--- src/rtl/dram_ref_pkg.sv ---
package dram_ref_pkg;

    typedef enum logic [1:0] {
        ARB_IDLE    = 2'd0,
        ARB_ACCESS  = 2'd1,
        ARB_REFRESH = 2'd2
    } arb_state_e;

    function automatic int unsigned max_u(input int unsigned a, input int unsigned b);
        return (a > b) ? a : b;
    endfunction

endpackage

--- src/rtl/ref_interval_timer.sv ---
module ref_interval_timer #(
    parameter int unsigned INTERVAL = 3000
) (
    input  logic clk,
    input  logic rst_n,
    input  logic start_ack,
    output logic pending
);
    localparam int unsigned TW = (INTERVAL > 1) ? $clog2(INTERVAL) : 1;
    localparam logic [TW-1:0] LAST = TW'(INTERVAL - 1);

    typedef struct packed {
        logic [TW-1:0] cnt;
        logic          pend;
    } tmr_t;

    tmr_t st_d, st_q;
    logic tick;

    always_comb begin
        st_d = st_q;
        tick = (st_q.cnt == LAST);
        st_d.cnt = tick ? '0 : st_q.cnt + 1'b1;
        st_d.pend = (st_q.pend & ~start_ack) | tick;
    end

    always_ff @(posedge clk) begin
        if (!rst_n) begin
            st_q <= '0;
        end else begin
            st_q <= st_d;
        end
    end

    assign pending = st_q.pend;
endmodule

--- src/rtl/ref_row_counter.sv ---
module ref_row_counter #(
    parameter int unsigned ROWS  = 16384,
    parameter int unsigned ROW_W = $clog2(ROWS)
) (
    input  logic             clk,
    input  logic             rst_n,
    input  logic             advance,
    output logic [ROW_W-1:0] row
);
    localparam logic [ROW_W-1:0] TOP = ROW_W'(ROWS - 1);

    logic [ROW_W-1:0] row_d, row_q;

    always_comb begin
        row_d = row_q;
        if (advance) begin
            row_d = (row_q == TOP) ? '0 : row_q + 1'b1;
        end
    end

    always_ff @(posedge clk) begin
        if (!rst_n) begin
            row_q <= '0;
        end else begin
            row_q <= row_d;
        end
    end

    assign row = row_q;
endmodule

--- src/rtl/ref_arbiter.sv ---
module ref_arbiter
    import dram_ref_pkg::*;
#(
    parameter int unsigned REF_CYCLES = 100,
    parameter int unsigned ACC_CYCLES = 4
) (
    input  logic clk,
    input  logic rst_n,
    input  logic pending,
    input  logic req_valid,
    output logic req_ready,
    output logic acc_busy,
    output logic ref_busy,
    output logic ref_start,
    output logic ref_done
);
    localparam int unsigned MAXC = max_u(REF_CYCLES, ACC_CYCLES);
    localparam int unsigned CW   = $clog2(MAXC + 1);
    localparam logic [CW-1:0] REF_LOAD = CW'(REF_CYCLES - 1);
    localparam logic [CW-1:0] ACC_LOAD = CW'(ACC_CYCLES - 1);

    typedef struct packed {
        arb_state_e    state;
        logic [CW-1:0] left;
    } arb_t;

    arb_t st_d, st_q;
    logic idle;
    logic last;

    always_comb begin
        st_d      = st_q;
        idle      = (st_q.state == ARB_IDLE);
        last      = (st_q.left == '0);
        ref_start = idle && pending;
        ref_done  = (st_q.state == ARB_REFRESH) && last;
        req_ready = idle && !pending;
        unique case (st_q.state)
            ARB_IDLE: begin
                if (pending) begin
                    st_d.state = ARB_REFRESH;
                    st_d.left  = REF_LOAD;
                end else if (req_valid) begin
                    st_d.state = ARB_ACCESS;
                    st_d.left  = ACC_LOAD;
                end
            end
            ARB_ACCESS, ARB_REFRESH: begin
                if (last) begin
                    st_d.state = ARB_IDLE;
                end else begin
                    st_d.left = st_q.left - 1'b1;
                end
            end
            default: st_d.state = ARB_IDLE;
        endcase
    end

    always_ff @(posedge clk) begin
        if (!rst_n) begin
            st_q <= '{state: ARB_IDLE, left: '0};
        end else begin
            st_q <= st_d;
        end
    end

    assign acc_busy = (st_q.state == ARB_ACCESS);
    assign ref_busy = (st_q.state == ARB_REFRESH);
endmodule

--- src/rtl/ref_stat_counters.sv ---
module ref_stat_counters #(
    parameter int unsigned CNT_W = 32
) (
    input  logic             clk,
    input  logic             rst_n,
    input  logic             ref_busy,
    input  logic             stalled,
    output logic [CNT_W-1:0] lost,
    output logic [CNT_W-1:0] stall
);
    typedef struct packed {
        logic [CNT_W-1:0] lost;
        logic [CNT_W-1:0] stall;
    } stat_t;

    stat_t st_d, st_q;

    always_comb begin
        st_d = st_q;
        if (ref_busy) st_d.lost  = st_q.lost + 1'b1;
        if (stalled)  st_d.stall = st_q.stall + 1'b1;
    end

    always_ff @(posedge clk) begin
        if (!rst_n) begin
            st_q <= '0;
        end else begin
            st_q <= st_d;
        end
    end

    assign lost  = st_q.lost;
    assign stall = st_q.stall;
endmodule

--- src/rtl/dram_refresh_sched.sv ---
module dram_refresh_sched #(
    parameter int unsigned ROWS       = 16384,
    parameter int unsigned WINDOW     = 50000000,
    parameter int unsigned INTERVAL   = 3000,
    parameter int unsigned REF_CYCLES = 100,
    parameter int unsigned ACC_CYCLES = 4,
    parameter int unsigned CNT_W      = 32,
    parameter int unsigned ROW_W      = $clog2(ROWS)
) (
    input  logic             clk,
    input  logic             rst_n,
    input  logic             req_valid,
    output logic             req_ready,
    output logic             acc_busy,
    output logic             refresh_busy,
    output logic [ROW_W-1:0] refresh_row,
    output logic [CNT_W-1:0] lost_cycles,
    output logic [CNT_W-1:0] stall_cycles
);
    localparam int unsigned SWEEP = ROWS * INTERVAL;

    logic pending;
    logic ref_start;
    logic ref_done;

    initial begin
        if (SWEEP > WINDOW) $error("refresh sweep longer than retention window");
    end

    ref_interval_timer #(.INTERVAL(INTERVAL)) u_timer (
        .clk       (clk),
        .rst_n     (rst_n),
        .start_ack (ref_start),
        .pending   (pending)
    );

    ref_arbiter #(.REF_CYCLES(REF_CYCLES), .ACC_CYCLES(ACC_CYCLES)) u_arb (
        .clk       (clk),
        .rst_n     (rst_n),
        .pending   (pending),
        .req_valid (req_valid),
        .req_ready (req_ready),
        .acc_busy  (acc_busy),
        .ref_busy  (refresh_busy),
        .ref_start (ref_start),
        .ref_done  (ref_done)
    );

    ref_row_counter #(.ROWS(ROWS), .ROW_W(ROW_W)) u_rows (
        .clk     (clk),
        .rst_n   (rst_n),
        .advance (ref_done),
        .row     (refresh_row)
    );

    ref_stat_counters #(.CNT_W(CNT_W)) u_stats (
        .clk      (clk),
        .rst_n    (rst_n),
        .ref_busy (refresh_busy),
        .stalled  (req_valid && !req_ready),
        .lost     (lost_cycles),
        .stall    (stall_cycles)
    );
endmodule

--- config.mk ---
export PLATFORM = sky130hd
export DESIGN_NAME = dram_refresh_sched
export DESIGN_NICKNAME = d
export VERILOG_FILES = /design/src/rtl/dram_ref_pkg.sv /design/src/rtl/ref_interval_timer.sv /design/src/rtl/ref_row_counter.sv /design/src/rtl/ref_arbiter.sv /design/src/rtl/ref_stat_counters.sv /design/src/rtl/dram_refresh_sched.sv
export SDC_FILE = /design/constraint.sdc
export NUM_CORES = 1
export LEC_CHECK = 0
export ABC_CLOCK_PERIOD_IN_PS = 3700
export BUFFER_PORTS_ARGS = -buffer_cell sky130_fd_sc_hd__buf_2
export CAP_MARGIN = 10
export CORE_MARGIN = 2
export CORE_UTILIZATION = 49
export DETAILED_ROUTE_END_ITERATION = 7
export HOLD_SLACK_MARGIN = 0.02
export PLACE_DENSITY = 0.71
export SLEW_MARGIN = 25
export SYNTH_ARGS = -nofsm -noshare
export SYNTH_HDL_FRONTEND = slang
export SYNTH_SLANG_ARGS = --single-unit
export TNS_END_PERCENT = 20
--- constraint.sdc ---
create_clock -name clk -period 3.7 [get_ports clk]
set_input_delay 0.74 -clock clk [delete_from_list [all_inputs] [get_ports clk]]
set_output_delay 0.74 -clock clk [all_outputs]
set_load 0.05 [all_outputs]
# After elaboration in Yosys (flattened, before gate mapping)
# Index checks and enable logic that the tools add are counted.
dict set report op_classes {
  mux 7
  addsub 5
  magnitude_cmp 0
  multipliers 0
  reduce_logical 13
  n_eq_ne 7
  n_div 0
  n_bitwise 4
  shift 0
}
# cell count
set op_table {}
lappend op_table {{$add A32 B1 Y32 const B} 2}
lappend op_table {{$mux W9} 2}
lappend op_table {{$add A14 B1 Y14 const B} 1}
lappend op_table {{$eq A14 B14 Y1 const B} 1}
lappend op_table {{$mux W14} 1}
lappend op_table {{$pmux W7 S2} 1}
lappend op_table {{$add A12 B1 Y12 const B} 1}
lappend op_table {{$eq A12 B12 Y1 const B} 1}
lappend op_table {{$logic_not A7 Y1} 1}
lappend op_table {{$mux W7} 1}
lappend op_table {{$sub A7 B1 Y7 const B} 1}
lappend op_table {{$logic_and A1 B1 Y1} 4}
lappend op_table {{$pmux W2 S2} 1}
lappend op_table {{$reduce_or A2 Y1} 2}
lappend op_table {{$ne A3 B3 Y1 const B} 1}
lappend op_table {{$reduce_and A3 Y1} 1}
lappend op_table {{$eq A2 B1 Y1 const B} 1}
lappend op_table {{$eq A2 B2 Y1 const B} 1}
lappend op_table {{$logic_not A1 Y1} 2}
lappend op_table {{$logic_not A2 Y1} 1}
lappend op_table {{$mux W2} 1}
lappend op_table {{$ne A2 B1 Y1 const B} 1}
lappend op_table {{$ne A2 B2 Y1 const B} 1}
lappend op_table {{$not A1 Y1} 2}
lappend op_table {{other kinds (4)} 4}
dict set report word_totals {
  elab_cells 43
  output_inout_bits 81
  reg_bits 100
  romBits 0
  mem_bits_rw 0
  n_memories 0
  latch_bits 0
  in_bits 3
}

# Depth between registers and ports, before layout
dict set report logic_depth {
  ltp_word 5
  ltp_mapped 9
  mapped_depth_nobuf 7
}

# Modules after synthesis
# From an unflattened synthesis, not the netlist that was laid out.
dict set report unflattened {
  cells_unflattened 561
  area_unflattened_um2 4929.7
}
# module area_each_um2 n_inst cells_each
set by_module_without_submodules {}
lappend by_module_without_submodules {ref_stat_counters 3061.7 1 351}
lappend by_module_without_submodules {ref_row_counter 649.4 1 68}
lappend by_module_without_submodules {ref_interval_timer 604.3 1 65}
lappend by_module_without_submodules {ref_arbiter 600.6 1 76}
lappend by_module_without_submodules {dram_refresh_sched 13.8 1 1}

# Least setup slack after synthesis
# OpenSTA, ideal clock, no wires.
dict set report synth_timing {
  path_kind {register to register}
  start {register u_arb.st_q[7] (netlist bit)}
  end {register u_stats.st_q, in the netlist u_stats.lost[16]}
  t_required_ns 3.630
  path_slack_ns 1.182
  synth_period_minus_slack_ns 2.518
  setup_ns 0.070
  n_path_buf 2
  t_arrival_ns 2.448
  path_stages_with_launch 9
  cell_sequence {dfxtp_1 > inv_1 > ha_1 > buf_4 > nand3_1 > or4_4 > buf_2 > or3_1 > a21oi_1}
}
dict set report synth_via {
  elab_chain_len 1
}
# item line
set synth_lines {}
lappend synth_lines {{start, declared} ref_arbiter.sv:27} ;# arb_t st_d, st_q;
lappend synth_lines {{start signal, assigned} ref_arbiter.sv:61} ;# st_q <= '{state: ARB_IDLE, left: '0};
lappend synth_lines {{start signal, assigned} ref_arbiter.sv:63} ;# st_q <= st_d;
lappend synth_lines {{$eq A2 B2 Y1} ref_arbiter.sv:68} ;# assign ref_busy = (st_q.state == ARB_REFRESH);
lappend synth_lines {{via refresh_busy} dram_refresh_sched.sv:15} ;# output logic refresh_busy,
lappend synth_lines {{end signal, assigned} ref_stat_counters.sv:28} ;# st_q <= st_d;
lappend synth_lines {{end, declared} ref_stat_counters.sv:16} ;# stat_t st_d, st_q;
# The timed path passes the listed nets, and every way through them passes these cells.
# A chain may end at the register's enable or synchronous reset.

# Final worst setup path
dict set report layout_timing {
  start {register u_arb.st_q[7] (netlist bit)}
  end {register u_stats.st_q, in the netlist u_stats.stall[31]}
}
dict set report layout_via {
  elab_chain_len 4
}
# item line
set layout_lines {}
lappend layout_lines {{$logic_not A2 Y1} ref_arbiter.sv:33} ;# idle = (st_q.state == ARB_IDLE);
lappend layout_lines {{$logic_and A1 B1 Y1} ref_arbiter.sv:37} ;# req_ready = idle && !pending;
lappend layout_lines {{$logic_not A1 Y1} dram_refresh_sched.sv:60} ;# .stalled (req_valid && !req_ready),
lappend layout_lines {{$logic_and A1 B1 Y1} dram_refresh_sched.sv:60}
# No other way between the ends.

==> flow_metrics.tcl <==
set metrics [dict create \
    worstSetupPathType "reg2reg" \
    area_growth_syn_to_layout_pct 14.4 \
    ir_drop_v 0.000220 \
    initial_core_util_pct 50.6 \
    critical_path.max_stage_delay_ns 0.70 \
    synth_top_cell_by_area "dfxtp_1" \
    worstPathCellList "inv_1 -> ha_1 -> nand2b_1 -> inv_2 -> nand4bb_1 -> or4_1 -> a21oi_1" \
    htree_levels 3 \
    period_needed_ns 2.73 \
    final_cell_area_sq_mm 0.00568 \
    synth.distinct_cells 55 \
    synth_seq_cells 100 \
    ys_seq_area_share_pct 40.3 \
    cp.arrival_ns 3.03 \
    cts_root_buf "clkbuf_8" \
    gr-usage-all-layers_pct 21.4 \
    critPathCaptureType "flop" \
    post-route-drc-count 0 \
    syn-instance-count 581 \
    antennaDiodeCount 0 \
    outcome "completed" \
    cts.clk_slew.worst_paths_ns 0.10 \
    cts_tree "done" \
    rsz0062_at_grt "false" \
    drt-total-wl_um 11500 \
    io_pins 84 \
    numCtsBuffers 9 \
    hold_viol 0 \
    critical_path.top_delay_family "simple AND/OR/NAND/NOR gates" \
    postCtsSetupBuffers 0 \
    finClkSkew_ns 0.0163 \
    grtUsageMet3_pct 3.93 \
    synth_area_leaders "dfxtp_1, a21oi_1, or4_1" \
    drt_pass1_iterations 4 \
    tns_ns 0 \
    cp_num_buf_inv 2 \
    holdBufCountCts 0 \
    nets 663 \
    synth_edf_count 0 \
    drive_gt1_share_pct 18.6 \
    met1_usage_pct 27.7 \
    clk_latency_ns 0.36 \
    grt_pass1_wl_um 19900 \
    min_path_type "reg2reg" \
    placed_area_sq_mm 0.00545 \
    antenna_found_initial 0 \
    dieHeight_um 105 \
    synthesis.nets 592 \
    grt_util_met2_pct 35.8 \
    synthArstFlopShare_pct 0 \
    crit_path_start_kind "flop" \
    ctsResizeCount 0 \
    hpwlAfterDp_um 8250 \
    grt_busiest_layer "met2" \
    leakagePower_nw 2.06 \
    dieArea_sq_mm 0.0110 \
    cts.path.max_buffers 2 \
    maxSlewViolCount 0 \
    cts_sinks 100 \
    ant_nets 0 \
    cp_max_fo 20 \
    yosysWarnings 0 \
    ys.flop_type "dfxtp_1" \
    fp.dieW_um 105 \
    synth_area_sq_mm 0.00496 \
    cpMaxStageDelayCell "or4_1" \
    portBuffers 83 \
    place.gp.congestion 0.850 \
    grt_max_degree 35 \
    period_share_pct 73.8 \
    viasPerCell 5.86 \
    fmax_ghz 0.366 \
    wl_per_cell_um 14.6 \
    power.density_mw_per_mm2 371 \
    rows 36 \
    setup_viol 0 \
    power.total_mw 2.11 \
    syn_area_per_cell_sq_um 8.55 \
    slew_headroom_pct 54.5 \
    grt_pass1_vias 4303 \
    drtIter0Drc 248 \
    overflow 0 \
    maxCapViolations 0 \
    tightestPinTransition_ns 0.679 \
    place_ws_ns 1.03 \
    vias 4629 \
    required_ns 4.00 \
    core_sq_mm 0.00982 \
    synth_top_area_share_pct 40.3 \
    setup_ws_ns 0.969 \
]
layer usage:
metal  part of all wire, %  vias to the layer above  wire length, um
met3                   4.2                       17              481
met1                    47                     2174             5440
met4                   1.3                        0              150
met2                    47                      105             5440
li1                      -                     2333                -
met5                     0                        -                0
layout by cell type, fill, tap and decap left out, types with 3 or more instances in the layout:
| master | synthesis | routed |
|---|---|---|
| buf_4 | 1 | 5 |
| xor2_1 | 14 | 14 |
| nand3_1 | 33 | 33 |
| nor2_1 | 37 | 37 |
| o21a_1 | 3 | 3 |
| or2_2 | 5 | 5 |
| dfxtp_1 | 100 | 100 |
| o31ai_1 | 27 | 27 |
| nor4_1 | 12 | 12 |
| a21oi_1 | 54 | 54 |
| nand2_1 | 41 | 41 |
| nand4bb_1 | 3 | 3 |
| xnor2_1 | 13 | 13 |
| nand4_1 | 24 | 24 |
| and2_1 | 3 | 3 |
| nand2b_1 | 11 | 11 |
| a41o_1 | 3 | 3 |
| and3_1 | 6 | 6 |
| ha_1 | 8 | 8 |
| and4_1 | 10 | 10 |
| nor3_1 | 5 | 5 |
| o311ai_0 | 3 | 3 |
| clkbuf_8 | 0 | 11 |
| or3_1 | 18 | 18 |
| o21ai_0 | 23 | 23 |
| a211oi_1 | 3 | 3 |
| o41ai_1 | 6 | 6 |
| inv_1 | 20 | 19 |
| mux2i_1 | 8 | 8 |
| buf_2 | 6 | 83 |
| or4_1 | 31 | 31 |
per-stage QoR:
stage | utilization [%] | hold WS, ns | instances
2_1_floorplan | - | 0.418 | 581
3_3_place_gp | 55.5 | 0.425 | 774
3_5_place_dp | 55.5 | 0.443 | 774
4_1_cts | 57.8 | 0.459 | 790
5_1_grt | 57.8 | 0.470 | 790
6_report | 57.8 | 0.458 | 790
kinds of logic after synthesis:
kind of cell	share of synthesized area [%]
buffers and inverters	4.38
adders and majority gates	2.02
and+or+nand+nor	30.0
muxes	1.61
DFF	40.3
xor gates and xnor gates	4.76
AOI/OAI and AO/OA	16.9
synth_stat cells, drive strengths merged, types with 2 or more instances:
master / number
a211oi: 3
a21boi: 2
a21oi: 54
a31oi: 2
a41o: 3
and2: 3
and3: 7
and4: 11
buf: 11
clkbuf: 17
dfxtp: 100
ha: 8
inv: 21
mux2i: 8
nand2: 41
nand2b: 11
nand3: 33
nand4: 26
nand4bb: 3
nor2: 37
nor2b: 2
nor3: 5
nor4: 13
nor4b: 2
o21a: 3
o21ai: 23
o311ai: 3
o31ai: 27
o41ai: 6
or2: 5
or3: 20
or4: 33
xnor2: 13
xor2: 14
final timing paths:
| check | to | slack (ns) | start | cells after the start |
|---|---|---|---|---|
| hold / removal | u_timer.st_q[1]$_SDFF_PP0_ | 0.46 | u_timer.st_q[1]$_SDFF_PP0_ | 1 |
| hold reg to reg | u_timer.st_q[1]$_SDFF_PP0_ | 0.46 | u_timer.st_q[1]$_SDFF_PP0_ | 1 |
| setup reg to reg | u_stats.stall[31]$_SDFFE_PN0P_ | 0.97 | u_arb.st_q[7]$_SDFFE_PN0P_ | 7 |
| setup / recovery | u_stats.stall[31]$_SDFFE_PN0P_ | 0.97 | u_arb.st_q[7]$_SDFFE_PN0P_ | 7 |
cell type report:
type,count,area (sq um)
Timing Repair Buffer,88,453
Tap cell,133,166
Clock inverter,5,83.8
Fill cell,936,4140
Inverter,21,78.8
Clock buffer,11,151
Multi-Input combinational cell,432,2750
Sequential cell,100,2000
worst reg2reg max path, stage by stage (launching register included):
cell	delay, ns
dfxtp_1	0.37
inv_1	0.08
ha_1	0.28
nand2b_1	0.35
inv_2	0.11
nand4bb_1	0.64
or4_1	0.70
a21oi_1	0.15
registers in the layout, summed over array words and instances, names as in the netlist:
| signal | flops |
|---|---|
| u_arb.st_q | 9 |
| u_rows.row | 14 |
| u_stats.lost | 32 |
| u_stats.stall | 32 |
| u_timer.pending | 1 |
| u_timer.st_q | 12 |
report_power, final:
| group | internal (mW) | total (mW) | switching [mW] |
|---|---|---|---|
| registers | 1.09 | 1.12 | 0.0216 |
| clock network | 0.419 | 0.792 | 0.373 |
| logic | 0.0685 | 0.201 | 0.132 |
No activity file was read; power rests on OpenSTA's default activity.
